<file path="src/rtl/xbar_cfg_pkg.sv">
package xbar_cfg_pkg;

    typedef enum logic [1:0] {
        OP_IDLE   = 2'd0,
        OP_SHIFT  = 2'd1,
        OP_WRITE  = 2'd2,
        OP_UPDATE = 2'd3
    } cfg_op_e;

    // Chip enable dominates; an update edge neither shifts nor writes.
    function automatic cfg_op_e op_decode(input logic ce_n,
                                          input logic par_sel,
                                          input logic upd_n);
        if (ce_n)    return OP_IDLE;
        if (!upd_n)  return OP_UPDATE;
        if (par_sel) return OP_WRITE;
        return OP_SHIFT;
    endfunction

endpackage

</file>
<file path="src/rtl/xbar_slot_dec.sv">
module xbar_slot_dec #(
    parameter int NUM_OUT = 8,
    parameter int ADDR_W  = $clog2(NUM_OUT)
) (
    input  logic [ADDR_W-1:0]  addr,
    input  logic               en,
    output logic [NUM_OUT-1:0] hit
);
    for (genvar k = 0; k < NUM_OUT; k++) begin : g_hit
        assign hit[k] = en && (addr == ADDR_W'(k));
    end
endmodule

</file>
<file path="src/rtl/xbar_cfg_shreg.sv">
module xbar_cfg_shreg
    import xbar_cfg_pkg::*;
#(
    parameter int NUM_OUT = 8,
    parameter int SEL_W   = 3,
    parameter int SLOT_W  = SEL_W + 2,
    parameter int REG_W   = NUM_OUT * SLOT_W
) (
    input  logic               clk,
    input  cfg_op_e            op,
    input  logic               sdi,
    input  logic [SEL_W:0]     pdata,
    input  logic [NUM_OUT-1:0] hit,
    output logic [REG_W-1:0]   sh_q
);
    typedef struct packed {
        logic [REG_W-1:0] sh;
    } sh_state_t;

    sh_state_t st_d, st_q;

    always_comb begin
        st_d = st_q;
        unique case (op)
            OP_SHIFT: st_d.sh = {st_q.sh[REG_W-2:0], sdi};
            OP_WRITE: begin
                for (int k = 0; k < NUM_OUT; k++) begin
                    if (hit[k]) begin
                        st_d.sh[k*SLOT_W +: SLOT_W] =
                            {pdata[SEL_W], 1'b1, pdata[SEL_W-1:0]};
                    end
                end
            end
            default: ;
        endcase
    end

    // No reset: the staging image must survive rst_n.
    always_ff @(posedge clk) begin
        st_q <= st_d;
    end

    assign sh_q = st_q.sh;
endmodule

</file>
<file path="src/rtl/xbar_cfg_rank2.sv">
module xbar_cfg_rank2
    import xbar_cfg_pkg::*;
#(
    parameter int NUM_OUT = 8,
    parameter int SEL_W   = 3
) (
    input  logic                     clk,
    input  logic                     rst_n,
    input  cfg_op_e                  op,
    input  logic [NUM_OUT-1:0]       cfg_en,
    input  logic [NUM_OUT*SEL_W-1:0] cfg_sel,
    output logic [NUM_OUT-1:0]       out_en,
    output logic [NUM_OUT*SEL_W-1:0] out_sel
);
    typedef struct packed {
        logic [NUM_OUT-1:0]       en;
        logic [NUM_OUT*SEL_W-1:0] sel;
    } rank_t;

    rank_t r_d, r_q;

    always_comb begin
        r_d = r_q;
        if (op == OP_UPDATE) begin
            r_d.en  = cfg_en;
            r_d.sel = cfg_sel;
        end
    end

    always_ff @(posedge clk or negedge rst_n) begin
        if (!rst_n) r_q <= '0;
        else        r_q <= r_d;
    end

    assign out_en  = r_q.en;
    assign out_sel = r_q.sel;
endmodule

</file>
<file path="src/rtl/xbar_cfg_ctrl.sv">
module xbar_cfg_ctrl
    import xbar_cfg_pkg::*;
#(
    parameter int NUM_OUT = 8,
    parameter int SEL_W   = 3,
    parameter int ADDR_W  = $clog2(NUM_OUT)
) (
    input  logic                     clk,
    input  logic                     rst_n,
    input  logic                     ce_n,
    input  logic                     par_sel,
    input  logic                     upd_n,
    input  logic                     sdi,
    input  logic [SEL_W:0]           pdata,
    input  logic [ADDR_W-1:0]        paddr,
    output logic                     sdo,
    output logic [NUM_OUT-1:0]       out_en,
    output logic [NUM_OUT*SEL_W-1:0] out_sel
);
    localparam int SLOT_W = SEL_W + 2;
    localparam int REG_W  = NUM_OUT * SLOT_W;

    cfg_op_e                  op;
    logic [NUM_OUT-1:0]       hit;
    logic [REG_W-1:0]         sh_q;
    logic [NUM_OUT-1:0]       cfg_en;
    logic [NUM_OUT*SEL_W-1:0] cfg_sel;

    assign op = op_decode(ce_n, par_sel, upd_n);

    xbar_slot_dec #(.NUM_OUT(NUM_OUT), .ADDR_W(ADDR_W)) u_dec (
        .addr (paddr),
        .en   (op == OP_WRITE),
        .hit  (hit)
    );

    xbar_cfg_shreg #(.NUM_OUT(NUM_OUT), .SEL_W(SEL_W)) u_shreg (
        .clk   (clk),
        .op    (op),
        .sdi   (sdi),
        .pdata (pdata),
        .hit   (hit),
        .sh_q  (sh_q)
    );

    for (genvar k = 0; k < NUM_OUT; k++) begin : g_field
        assign cfg_en[k]                 = sh_q[k*SLOT_W + SEL_W + 1];
        assign cfg_sel[k*SEL_W +: SEL_W] = sh_q[k*SLOT_W +: SEL_W];
    end

    xbar_cfg_rank2 #(.NUM_OUT(NUM_OUT), .SEL_W(SEL_W)) u_rank2 (
        .clk     (clk),
        .rst_n   (rst_n),
        .op      (op),
        .cfg_en  (cfg_en),
        .cfg_sel (cfg_sel),
        .out_en  (out_en),
        .out_sel (out_sel)
    );

    assign sdo = sh_q[REG_W-1];
endmodule

</file>
<file path="config.mk">
export PLATFORM = sky130hd
export DESIGN_NAME = xbar_cfg_ctrl
export DESIGN_NICKNAME = d
export VERILOG_FILES = /design/src/rtl/xbar_cfg_pkg.sv /design/src/rtl/xbar_slot_dec.sv /design/src/rtl/xbar_cfg_shreg.sv /design/src/rtl/xbar_cfg_rank2.sv /design/src/rtl/xbar_cfg_ctrl.sv
export SDC_FILE = /design/constraint.sdc
export NUM_CORES = 1
export LEC_CHECK = 0
export ABC_AREA = 1
export BUFFER_PORTS_ARGS = -buffer_cell sky130_fd_sc_hd__buf_4
export CORE_MARGIN = 5
export CORE_UTILIZATION = 40
export DETAILED_ROUTE_END_ITERATION = 6
export PLACE_DENSITY = 0.56
export SLEW_MARGIN = 20
export SYNTH_ARGS = -nofsm -noshare
export SYNTH_HDL_FRONTEND = slang
export SYNTH_HIERARCHICAL = 1
export SYNTH_SLANG_ARGS = --single-unit
</file>
<file path="constraint.sdc">
create_clock -name clk -period 1.1 [get_ports clk]
set_input_delay 0.11 -clock clk [delete_from_list [all_inputs] [get_ports clk]]
set_output_delay 0.11 -clock clk [all_outputs]
set_load 0.02 [all_outputs]
</file>
==> results by group, run 1 <==
Status
  • Outcome: completed

Clocking
  • CTS Buffer Depth: 2
  • Setup bufs post-CTS: 0
  • Htree depth: 3
  • CTS Buf Count: 9
  • Clk slew on worst S/H paths: 0.07 ns
  • Worst skew pair latency: 0.33 ns
  • CTS Sinks: 72
  • Root buffer cell: clkbuf_8
  • CTS tree: yes

Floorplan
  • Row count: 32
  • I/O pins: 46
  • Core area: 7650 um2
  • Die Wd: 98.3 um
  • Full die area: 9660 um2
  • Die Y-Extent: 98.3 um
  • Starting Density: 40.8%

Setup path
  • Buf/Inv on CP: 1
  • Critical path type: reg -> out
  • Crit path max-delay cell type: edfxtp_1
  • Worst-path cell chain: buf_4
  • WP data arrival: 0.91 ns
  • Critical Path RT: 0.99 ns
  • CP max FO: 2
  • CP endpoint kind: output port
  • Delay-heaviest family, CP: flip-flops
  • Slowest stage delay, CP: 0.40 ns
  • Type of origin of the critical path: flop

Logic synthesis
  • Synth top area cells: edfxtp_1 (39%), dfrtp_1 (26%), nand2_1 (17%)
  • FF+latch count, synth: 72
  • Cells after synthesis: 312
  • YS warnings: 6
  • Post-Syn Area: 3120 um2
  • Post-synth EDFFs: 40
  • Synth Area per Inst: 9.99 um2
  • Ys async rst share: 44.4%
  • Count leader, synth: nand2_1
  • Sequential element share of the synthesized area: 64.2%
  • Most instantiated cells after synthesis: nand2_1 (143), nand3_1 (42), edfxtp_1 (40), dfrtp_1 (32), inv_1 (14)
  • Top cell type's share of synthesized area: 38.5%
  • Syn nets: 325
  • Cell variety after synth: 16
  • Cell taking the most area after synthesis: edfxtp_1
  • Top FF cell, synth: edfxtp_1

Cells and area
  • # nets final: 381
  • # diodes: 0
  • Final core occ: 50.0%
  • Area delta synth->final: 22.7%
  • Layout cells sized above 1: 24.5%

GRT
  • Number of global-route vias before repair: 2196
  • Global-route wire length before repair: 11200 um
  • Total GRT Usage: 14.6%
  • Residual overflow from global routing: 0
  • Initial antenna violation count: 0
  • Largest net degree at the start of global routing: 33

Place
  • Number of port buffers: 45
  • Placer Congestion: 0.758
  • Final HPWL DP: 4680 um

Detailed routing
  • Drt pass-1 iters: 4
  • DRC Markers: 0
  • Vias/cell: 4.66
  • WL/cell: 13.9 um
  • WL final: 6610 um
  • Via count: 2211
  • Detail Route Antenna Nets: 0
  • Number of DRC markers in iteration 0: 107

Power and ir drop
  • Pint: 4.78 mW
  • Pwr/cell area: 1730 nW/um2
  • Leak: 1.91 nW
  • Sw Ratio: 27.7%
  • Switch Pwr: 1.83 mW
  • Sequential share of power: 50.9%
  • Max IR drop VDD: 0.000528 V
  • Combinational Power Share: 19.5%
  • Clk network pwr share: 29.6%

Timing
  • Unrepaired setup endpoints after global routing: no
  • Fin Setup TNS: 0 ns
  • Maximum operating frequency: 0.984 GHz
  • Clock Skew: 0.00635 ns
  • Setup Viol. Count Final: 0
  • Final-report hold violation count: 0
  • Final period utilization: 92.4%
  • Fin. max-slew vios: 0
  • Tmin final: 1.02 ns
  • Worst slew pin tran: 0.406 ns
  • Relative slew slack: 72.9%

Job
  • Total of max-cap violations: 0

Hold path
  • Hold Crit Class: in -> reg
-- power groups by stage --
stage	clock (mW)	sequential, mW	combinational, mW
global route	2.12	3.40	1.43
detailed placement	0	3.42	1.31
floorplan	0	3.65	0.477
CTS	2.00	3.37	1.31
finish	1.95	3.36	1.29
global placement	0	3.41	1.29
-- registers in the layout (all words and copies together) (netlist names) --
name,count
u_rank2/out_en,8
u_shreg/sh_q,40
u_rank2/out_sel,24
-- final timing paths --
| kind | slack, ns | cells after the start | startpoint | to |
|---|---|---|---|---|
| setup / recovery | 0.08 | 1 | u_shreg/sh_q[39] | sdo |
| hold / removal | 0.04 | 3 | sdi | u_shreg/sh_q[0] |
| setup reg to reg | 0.27 | 2 | u_shreg/sh_q[29] | u_shreg/sh_q[30] |
| hold reg to reg | 0.47 | 2 | u_rank2/out_sel[10] | u_rank2/out_sel[10] |
| max in group asynchronous | 0.55 | 2 | rst_n | u_rank2/out_en[2] |
| min in group asynchronous | 0.24 | 2 | rst_n | u_rank2/out_sel[12] |
-- placed cells by master (no fill, tap or decap), types with 2 or more instances in the layout --
cell type  instances
nand2_2           11
clkbuf_8          13
buf_12             6
edfxtp_1          40
clkbuf_1           2
nor2_1             8
nand2_1          142
nand3_2            2
nand3_1           42
dfrtp_1           32
buf_4             55
inv_1             14
-- timing repair --
| item | CTS | global route |
|---|---|---|
| endpoints found under the hold margin | 32 | 0 |
| endpoints found under the setup margin | 0 | 25 |
| gates resized for setup | 0 | 1 |
| hold buffers | 1 | 0 |
-- layout make-up --
type	instances	area (um2)
timing repair buffer	62	543
multi-input combinational	209	913
clock buffer	15	186
tap	102	128
sequential	72	2000
fill	732	3820
inverter	14	52.6
-- layer usage --
layer	vias up	routed length, um	GRT usage [%]
met2	58	2880	21.9
met3	8	437	4.07
met1	1037	3160	20.2
met4	0	124	5.57
met5	-	0	0
li1	1108	-	-
-- per-stage QoR --
stage | hold WS, ns | setup WS, ns | instance area, um2 | instances | total power [mW]
6_report | 0.0397 | 0.0833 | 3820 | 474 | 6.61
5_1_grt | 0.0426 | 0.0427 | 3820 | 474 | 6.95
4_1_cts | 0.0295 | 0.0675 | 3820 | 474 | 6.68
3_5_place_dp | 0.0735 | -0.237 | 3630 | 458 | 4.73
3_3_place_gp | 0.0662 | -0.195 | 3630 | 458 | 4.70
2_1_floorplan | -0.186 | 0.00873 | 3120 | 312 | 4.13
-- kinds of logic (layout without fill, tap and decap cells) --
group / count (synthesis) / in the layout / share of synthesized area [%]
flip-flops: 72 / 72 / 64.2
buffers and inverters: 31 / 91 / 6.94
AND/OR/NAND/NOR: 207 / 207 / 28.4
AO/OA/AOI/OAI: 2 / 2 / 0.441
Power figures use the tool's default switching activity.
==> run 2, diff against run 1 <==
--- a/config.mk
+++ b/config.mk
@@ -7,10 +7,10 @@
 export LEC_CHECK = 0
 export ABC_AREA = 1
 export BUFFER_PORTS_ARGS = -buffer_cell sky130_fd_sc_hd__buf_4
-export CORE_MARGIN = 5
-export CORE_UTILIZATION = 40
+export CORE_UTILIZATION = 60
 export DETAILED_ROUTE_END_ITERATION = 6
-export PLACE_DENSITY = 0.56
+export PLACE_DENSITY = 0.8
+export SETUP_SLACK_MARGIN = 0.4
 export SLEW_MARGIN = 20
 export SYNTH_ARGS = -nofsm -noshare
 export SYNTH_HDL_FRONTEND = slang
==> results by group, run 2 <==
Logic synthesis
  • Synth top area cells: edfxtp_1 (39%), dfrtp_1 (26%), nand2_1 (17%)
  • Synth Area per Inst: 9.99 um2
  • Ys async rst share: 44.4%
  • Sequential element share of the synthesized area: 64.2%
  • Top cell type's share of synthesized area: 38.5%
  • Post-synth EDFFs: 40
  • Top FF cell, synth: edfxtp_1
  • YS warnings: 6
  • Most instantiated cells after synthesis: nand2_1 (143), nand3_1 (42), edfxtp_1 (40), dfrtp_1 (32), inv_1 (14)
  • Count leader, synth: nand2_1
  • Post-Syn Area: 3120 um2
  • Cell taking the most area after synthesis: edfxtp_1
  • FF+latch count, synth: 72
  • Cell variety after synth: 16
  • Cells after synthesis: 312
  • Syn nets: 325

Clocking
  • Htree depth: 3
  • CTS Buf Count: 9
  • CTS Buffer Depth: 2
  • Root buffer cell: clkbuf_8
  • CTS Sinks: 72

Floorplan
  • I/O pins: 46
  • Row count: 25
  • Die Wd: 74.1 um
  • Die Y-Extent: 74.1 um
  • Starting Density: 64.3%

Timing
  • Grt repair worst endpoint: sdo
  • Kind of the worst endpoint: primary output

Status
  • Outcome: stopped before the end
  • Failing step: 5_1_grt
  • Error: [ERROR DPL-0038] Utilization greater than 100%, impossible to legalize

GRT
  • Largest net degree at the start of global routing: 33

Place
  • Number of port buffers: 45
  • Placer Congestion: 0.835
  • Final HPWL DP: 4370 um
  • Dpl cells: 423
## run 2: cell counts after synthesis
No cell type changed its count.
## run 2: logic make-up after synthesis
family	Yosys count	synth area share [%]
and+or+nand+nor	207	28.4
AOI/OAI and AO/OA	2	0.441
buffers and inverters	31	6.94
DFF	72	64.2
## run 2: per-stage QoR
step | cell area, um2 | utilization [%] | setup WS, ns | TNS (ns)
4_1_cts | 4740 | 97.9 | 0.0728 | 0
3_5_place_dp | 3570 | 73.7 | -0.208 | -16.04
3_3_place_gp | 3570 | 73.7 | -0.148 | -12.92
2_1_floorplan | 3180 | - | 0.146 | 0
## run 2: timing repair
action | in CTS
resized for setup | 135
gates cloned | 9
pin swaps | 48
hold endpoints to repair | 32
hold buffers | 1
setup buffers | 28
setup endpoints to repair | 145
==> run 3, diff against run 2 <==
--- a/config.mk
+++ b/config.mk
@@ -7,10 +7,9 @@
 export LEC_CHECK = 0
 export ABC_AREA = 1
 export BUFFER_PORTS_ARGS = -buffer_cell sky130_fd_sc_hd__buf_4
-export CORE_UTILIZATION = 60
+export CORE_UTILIZATION = 40
 export DETAILED_ROUTE_END_ITERATION = 6
-export PLACE_DENSITY = 0.8
-export SETUP_SLACK_MARGIN = 0.4
+export PLACE_DENSITY_LB_ADDON = 0.15
 export SLEW_MARGIN = 20
 export SYNTH_ARGS = -nofsm -noshare
 export SYNTH_HDL_FRONTEND = slang
==> results by group, run 3 (synthesized netlist as in run 1, its figures left out) <==
Setup path
  • RR Startpoint: u_shreg/sh_q[1]
  • R2r setup slk: 0.28 ns
  • Crit path max-delay cell type: edfxtp_1
  • Delay-heaviest family, CP: flip-flops
  • R2R Path End: u_shreg/sh_q[2]
  • CP endpoint kind: output port
  • WP data arrival: 0.91 ns
  • Type of origin of the critical path: flop
  • Slowest stage delay, CP: 0.41 ns
  • Crit. Startpoint: u_shreg/sh_q[39]
  • Critical path type: reg -> out
  • CP max FO: 2
  • Buf/Inv on CP: 1
  • Worst-path cell chain: buf_4
  • Critical Path RT: 0.99 ns
  • Reg2Reg Depth: 2

Power and ir drop
  • Leak: 1.89 nW
  • Switch Pwr: 1.87 mW
  • Max IR drop VDD: 0.000571 V
  • Pwr/cell area: 1730 nW/um2
  • Total power: 6.61 mW
  • Clk network pwr share: 29.9%
  • Sw Ratio: 28.3%
  • Sequential share of power: 50.8%
  • Pint: 4.74 mW
  • Combinational Power Share: 19.3%

Status
  • Outcome: completed

Timing
  • Unrepaired setup endpoints after global routing: no
  • Tmin final: 1.02 ns
  • Relative slew slack: 73.2%
  • Maximum operating frequency: 0.976 GHz
  • Clock Skew: 0.00551 ns
  • Worst slew pin tran: 0.403 ns
  • Setup Viol. Count Final: 0
  • Fin. max-slew vios: 0
  • Final period utilization: 93.1%
  • Final-report hold violation count: 0
  • Min Hold Slack: 0.0421 ns
  • Fin Setup TNS: 0 ns
  • Final setup margin: 0.0756 ns

Clocking
  • Htree depth: 3
  • Worst skew pair latency: 0.34 ns
  • CTS Buffer Depth: 2
  • CTS tree: yes
  • Root buffer cell: clkbuf_8
  • CTS Buf Count: 9
  • Clk slew on worst S/H paths: 0.07 ns
  • CTS Sinks: 72
  • Setup bufs post-CTS: 0

Place
  • Final HPWL DP: 4350 um
  • Placer Congestion: 0.766
  • Number of port buffers: 45
  • DP Worst Slack: -0.213 ns

Cells and area
  • Fill count: 674
  • Layout cells sized above 1: 24.5%
  • Commonest cells after routing, fill and taps aside: nand2_1 (142), buf_4 (54), nand3_1 (42)
  • Most common cell after layout, fill and taps aside: nand2_1
  • Max FFs per register: 40
  • # nets final: 380
  • Final core occ: 51.5%
  • # diodes: 0
  • Area delta synth->final: 22.3%

Floorplan
  • Full die area: 8150 um2
  • Die Wd: 90.3 um
  • Die Y-Extent: 90.3 um
  • Starting Density: 42.1%
  • I/O pins: 46
  • Row count: 31
  • Core area: 7410 um2

GRT
  • Number of global-route vias before repair: 2062
  • Largest net degree at the start of global routing: 33
  • Residual overflow from global routing: 0
  • Total GRT Usage: 16.7%
  • Global-route wire length before repair: 10400 um
  • Initial antenna violation count: 0

Hold path
  • Hold wc startpoint: sdi
  • Hold Path Depth: 3
  • Worst Hold Path EP: u_shreg/sh_q[0]
  • Hold Crit Class: in -> reg

Detailed routing
  • DRC Markers: 0
  • Detail Route Antenna Nets: 0
  • Number of DRC markers in iteration 0: 100
  • Vias/cell: 4.62
  • Drt pass-1 iters: 4
  • Via count: 2172
  • WL final: 6190 um
  • WL/cell: 13.2 um

Job
  • Total of max-cap violations: 0
==> run 3: power by group through the flow <==
stage          logic, mW  clock network [mW]  registers (mW)
6_report            1.27                1.98            3.36
4_1_cts             1.29                2.02            3.36
3_3_place_gp        1.27                   0            3.41
2_1_floorplan      0.477                   0            3.65
3_5_place_dp        1.29                   0            3.42
5_1_grt             1.39                2.16            3.40
==> run 3: area by class of cell <==
class	instances	area [um2]	share of cell area [%]
flip-flops and latches	72	2000	52.5
multi-input cells	209	913	24.0
inverters	14	52.6	1.38
well taps	99	124	3.25
clock inverters	6	61.3	1.61
clock buffers	9	124	3.25
repair buffers	61	536	14.0
==> run 3: how the worst max path moves through the flow <==
stage	to	slack, ns	cells after the start
global placement	u_shreg/sh_q[4]	-0.22	6
global route	sdo	0.02	1
CTS	sdo	0.05	1
finish	sdo	0.08	1
detailed placement	u_shreg/sh_q[6]	-0.21	6
floorplan	u_shreg/sh_q[0]	0.009	5
==> run 3: layer usage <==
metal | vias to the layer above | track usage (%) | part of all wire (%)
met1 | 988 | 26.4 | 52
met3 | 2 | 2.78 | 6.5
met2 | 69 | 21.4 | 41
li1 | 1113 | - | -
met5 | - | 0 | 0
met4 | 0 | 8.87 | 0.76
==> run 3: timing repair <==
action	CTS	global route
endpoints found under the hold margin	32	0
hold buffers	1	0
gates resized for setup	0	1
endpoints found under the setup margin	0	3
==> run 3: per-stage QoR <==
step,instance area (um2),cells
floorplan,3120,312
global placement,3610,454
detailed placement,3610,454
CTS,3810,470
global route,3810,470
finish,3810,470
==> run 4, diff against run 3 <==
--- a/config.mk
+++ b/config.mk
@@ -7,6 +7,7 @@
 export LEC_CHECK = 0
 export ABC_AREA = 1
 export BUFFER_PORTS_ARGS = -buffer_cell sky130_fd_sc_hd__buf_4
+export CORE_ASPECT_RATIO = 0.9
 export CORE_UTILIZATION = 40
 export DETAILED_ROUTE_END_ITERATION = 6
 export PLACE_DENSITY_LB_ADDON = 0.15
==> results by group, run 4 (synthesized netlist as in run 1, its figures left out) <==
Power and ir drop
  • Pint: 4.62 mW
  • Switch Pwr: 1.88 mW
  • Total power: 6.50 mW
  • Sw Ratio: 28.9%
  • Combinational Power Share: 19.2%
  • Leak: 1.87 nW
  • Pwr/cell area: 1730 nW/um2
  • Clk network pwr share: 29.1%
  • Sequential share of power: 51.7%
  • Max IR drop VDD: 0.000821 V

Setup path
  • WP data arrival: 0.92 ns
  • Critical Path End: sdo
  • Type of origin of the critical path: flop
  • RR Startpoint: u_shreg/sh_q[14]
  • R2r setup slk: 0.30 ns
  • Worst-path cell chain: buf_4
  • Buf/Inv on CP: 1
  • CP endpoint kind: output port
  • CP max FO: 2
  • Delay-heaviest family, CP: flip-flops
  • Reg2Reg Depth: 2
  • WP depth: 1
  • Crit path max-delay cell type: edfxtp_1
  • Critical Path RT: 0.99 ns
  • Crit. Startpoint: u_shreg/sh_q[39]
  • Slowest stage delay, CP: 0.40 ns
  • Critical path type: reg -> out
  • R2R Path End: u_shreg/sh_q[15]

Timing
  • Relative slew slack: 71.8%
  • Fin. max-slew vios: 0
  • Worst slew pin tran: 0.423 ns
  • Unrepaired setup endpoints after global routing: no
  • Tmin final: 1.03 ns
  • Clock Skew: 0.00463 ns
  • Final setup margin: 0.0726 ns
  • Setup Viol. Count Final: 0
  • Final-report hold violation count: 0
  • Final period utilization: 93.4%
  • Fin Setup TNS: 0 ns
  • Maximum operating frequency: 0.973 GHz

Floorplan
  • Full die area: 8150 um2
  • Die Y-Extent: 85.8 um
  • Row count: 30
  • Starting Density: 41.3%
  • Core area: 7540 um2
  • Die Wd: 95.1 um
  • I/O pins: 46

Cells and area
  • Commonest cells after routing, fill and taps aside: nand2_1 (143), buf_4 (56), nand3_1 (42)
  • Post-Layout Cell Count: 466
  • Sequential standard cell area: 2000 um2
  • Fill count: 739
  • Area delta synth->final: 20.2%
  • Footprint of the multi-input gates: 911 um2
  • Fin area: 3750 um2
  • # nets final: 379
  • Layout cells sized above 1: 23.8%
  • Most common cell after layout, fill and taps aside: nand2_1
  • # diodes: 0
  • Max FFs per register: 40

Clocking
  • Clk slew on worst S/H paths: 0.08 ns
  • CTS Sinks: 72
  • Worst skew pair latency: 0.35 ns
  • Root buffer cell: clkbuf_8
  • CTS tree: yes
  • Htree depth: 3
  • CTS Buf Count: 9
  • CTS Buffer Depth: 2
  • Setup bufs post-CTS: 0

Detailed routing
  • Number of DRC markers in iteration 0: 129
  • Via count: 2207
  • WL/cell: 13.9 um
  • DRC Markers: 1
  • Vias/cell: 4.74
  • Drt pass-1 iters: 6
  • Detail Route Antenna Nets: 0
  • WL final: 6480 um

GRT
  • Number of global-route vias before repair: 2160
  • Initial antenna violation count: 0
  • Largest net degree at the start of global routing: 41
  • Global-route wire length before repair: 10800 um
  • Residual overflow from global routing: 0
  • Total GRT Usage: 17.7%

Place
  • DP Worst Slack: -0.200 ns
  • DP Area: 3570 um2
  • Number of port buffers: 45
  • Placer Congestion: 0.844
  • Dpl cells: 450
  • Final HPWL DP: 4380 um

Status
  • Outcome: complete, but fails checks
  • Failing checks: design-rule violations

Job
  • Total of max-cap violations: 0

Hold path
  • Hold Crit Class: in -> reg
[run 4: changes by cell type in the layout (fill, tap and decap cells not counted)]
| cell | previous run | this run |
|---|---|---|
| buf_12 | 6 | 3 |
| buf_4 | 54 | 56 |
| bufinv_16 | 1 | 0 |
| clkbuf_1 | 0 | 1 |
| clkbuf_8 | 9 | 11 |
| clkinv_4 | 0 | 1 |
| clkinvlp_4 | 3 | 0 |
| nand2_1 | 142 | 143 |
| nand2_2 | 11 | 10 |
[run 4: power by group through the flow]
stage	Sequential, mW	Clock, mW	Combinational, mW
floorplan	3.65	0	0.477
global placement	3.41	0	1.25
detailed placement	3.42	0	1.26
CTS	3.36	1.95	1.27
global route	3.39	2.06	1.38
finish	3.36	1.89	1.25
[run 4: worst min-delay path by stage]
stage / start / endpoint / slack, ns / depth (start not counted)
finish: sdi / u_shreg/sh_q[0] / 0.04 / 3
CTS: sdi / u_shreg/sh_q[0] / 0.02 / 3
global placement: rst_n / u_rank2/out_en[6] / 0.08 / 1
detailed placement: rst_n / u_rank2/out_en[6] / 0.09 / 1
global route: sdi / u_shreg/sh_q[0] / 0.04 / 3
floorplan: rst_n / u_rank2/out_en[0] / -0.19 / 0
[run 4: metrics by stage]
step	hold slack [ns]	util (%)
floorplan	-0.186	-
global placement	0.0758	47.3
detailed placement	0.0875	47.3
CTS	0.0188	49.7
global route	0.0395	49.7
finish	0.0359	49.7
[run 4: repair_timing]
action | in CTS | in global routing
endpoints found under the setup margin | 0 | 0
hold buffers | 1 | 0
gates resized for setup | 0 | 0
endpoints found under the hold margin | 32 | 0
[run 4: routing by layer]
layer	share of wire, %	up-vias	track usage [%]
li1	-	1109	-
met1	47	1042	23.8
met2	47	48	27.1
met3	4.1	8	4.96
met4	1.4	0	7.16
met5	0	-	0
[run 4: layout make-up]
cell class	instances	share of cell area (%)
tap	96	3.20
clock buffer	12	4.14
clock inverter	3	0.467
multi-input combinational	209	24.3
sequential	72	53.4
timing repair buffer	60	13.1
inverter	14	1.40
[run 4: worst register-to-register path, cell delays in order (launching register included)]
cell	delay (ns)
edfxtp_1	0.43
nand2_1	0.09
nand2_1	0.05
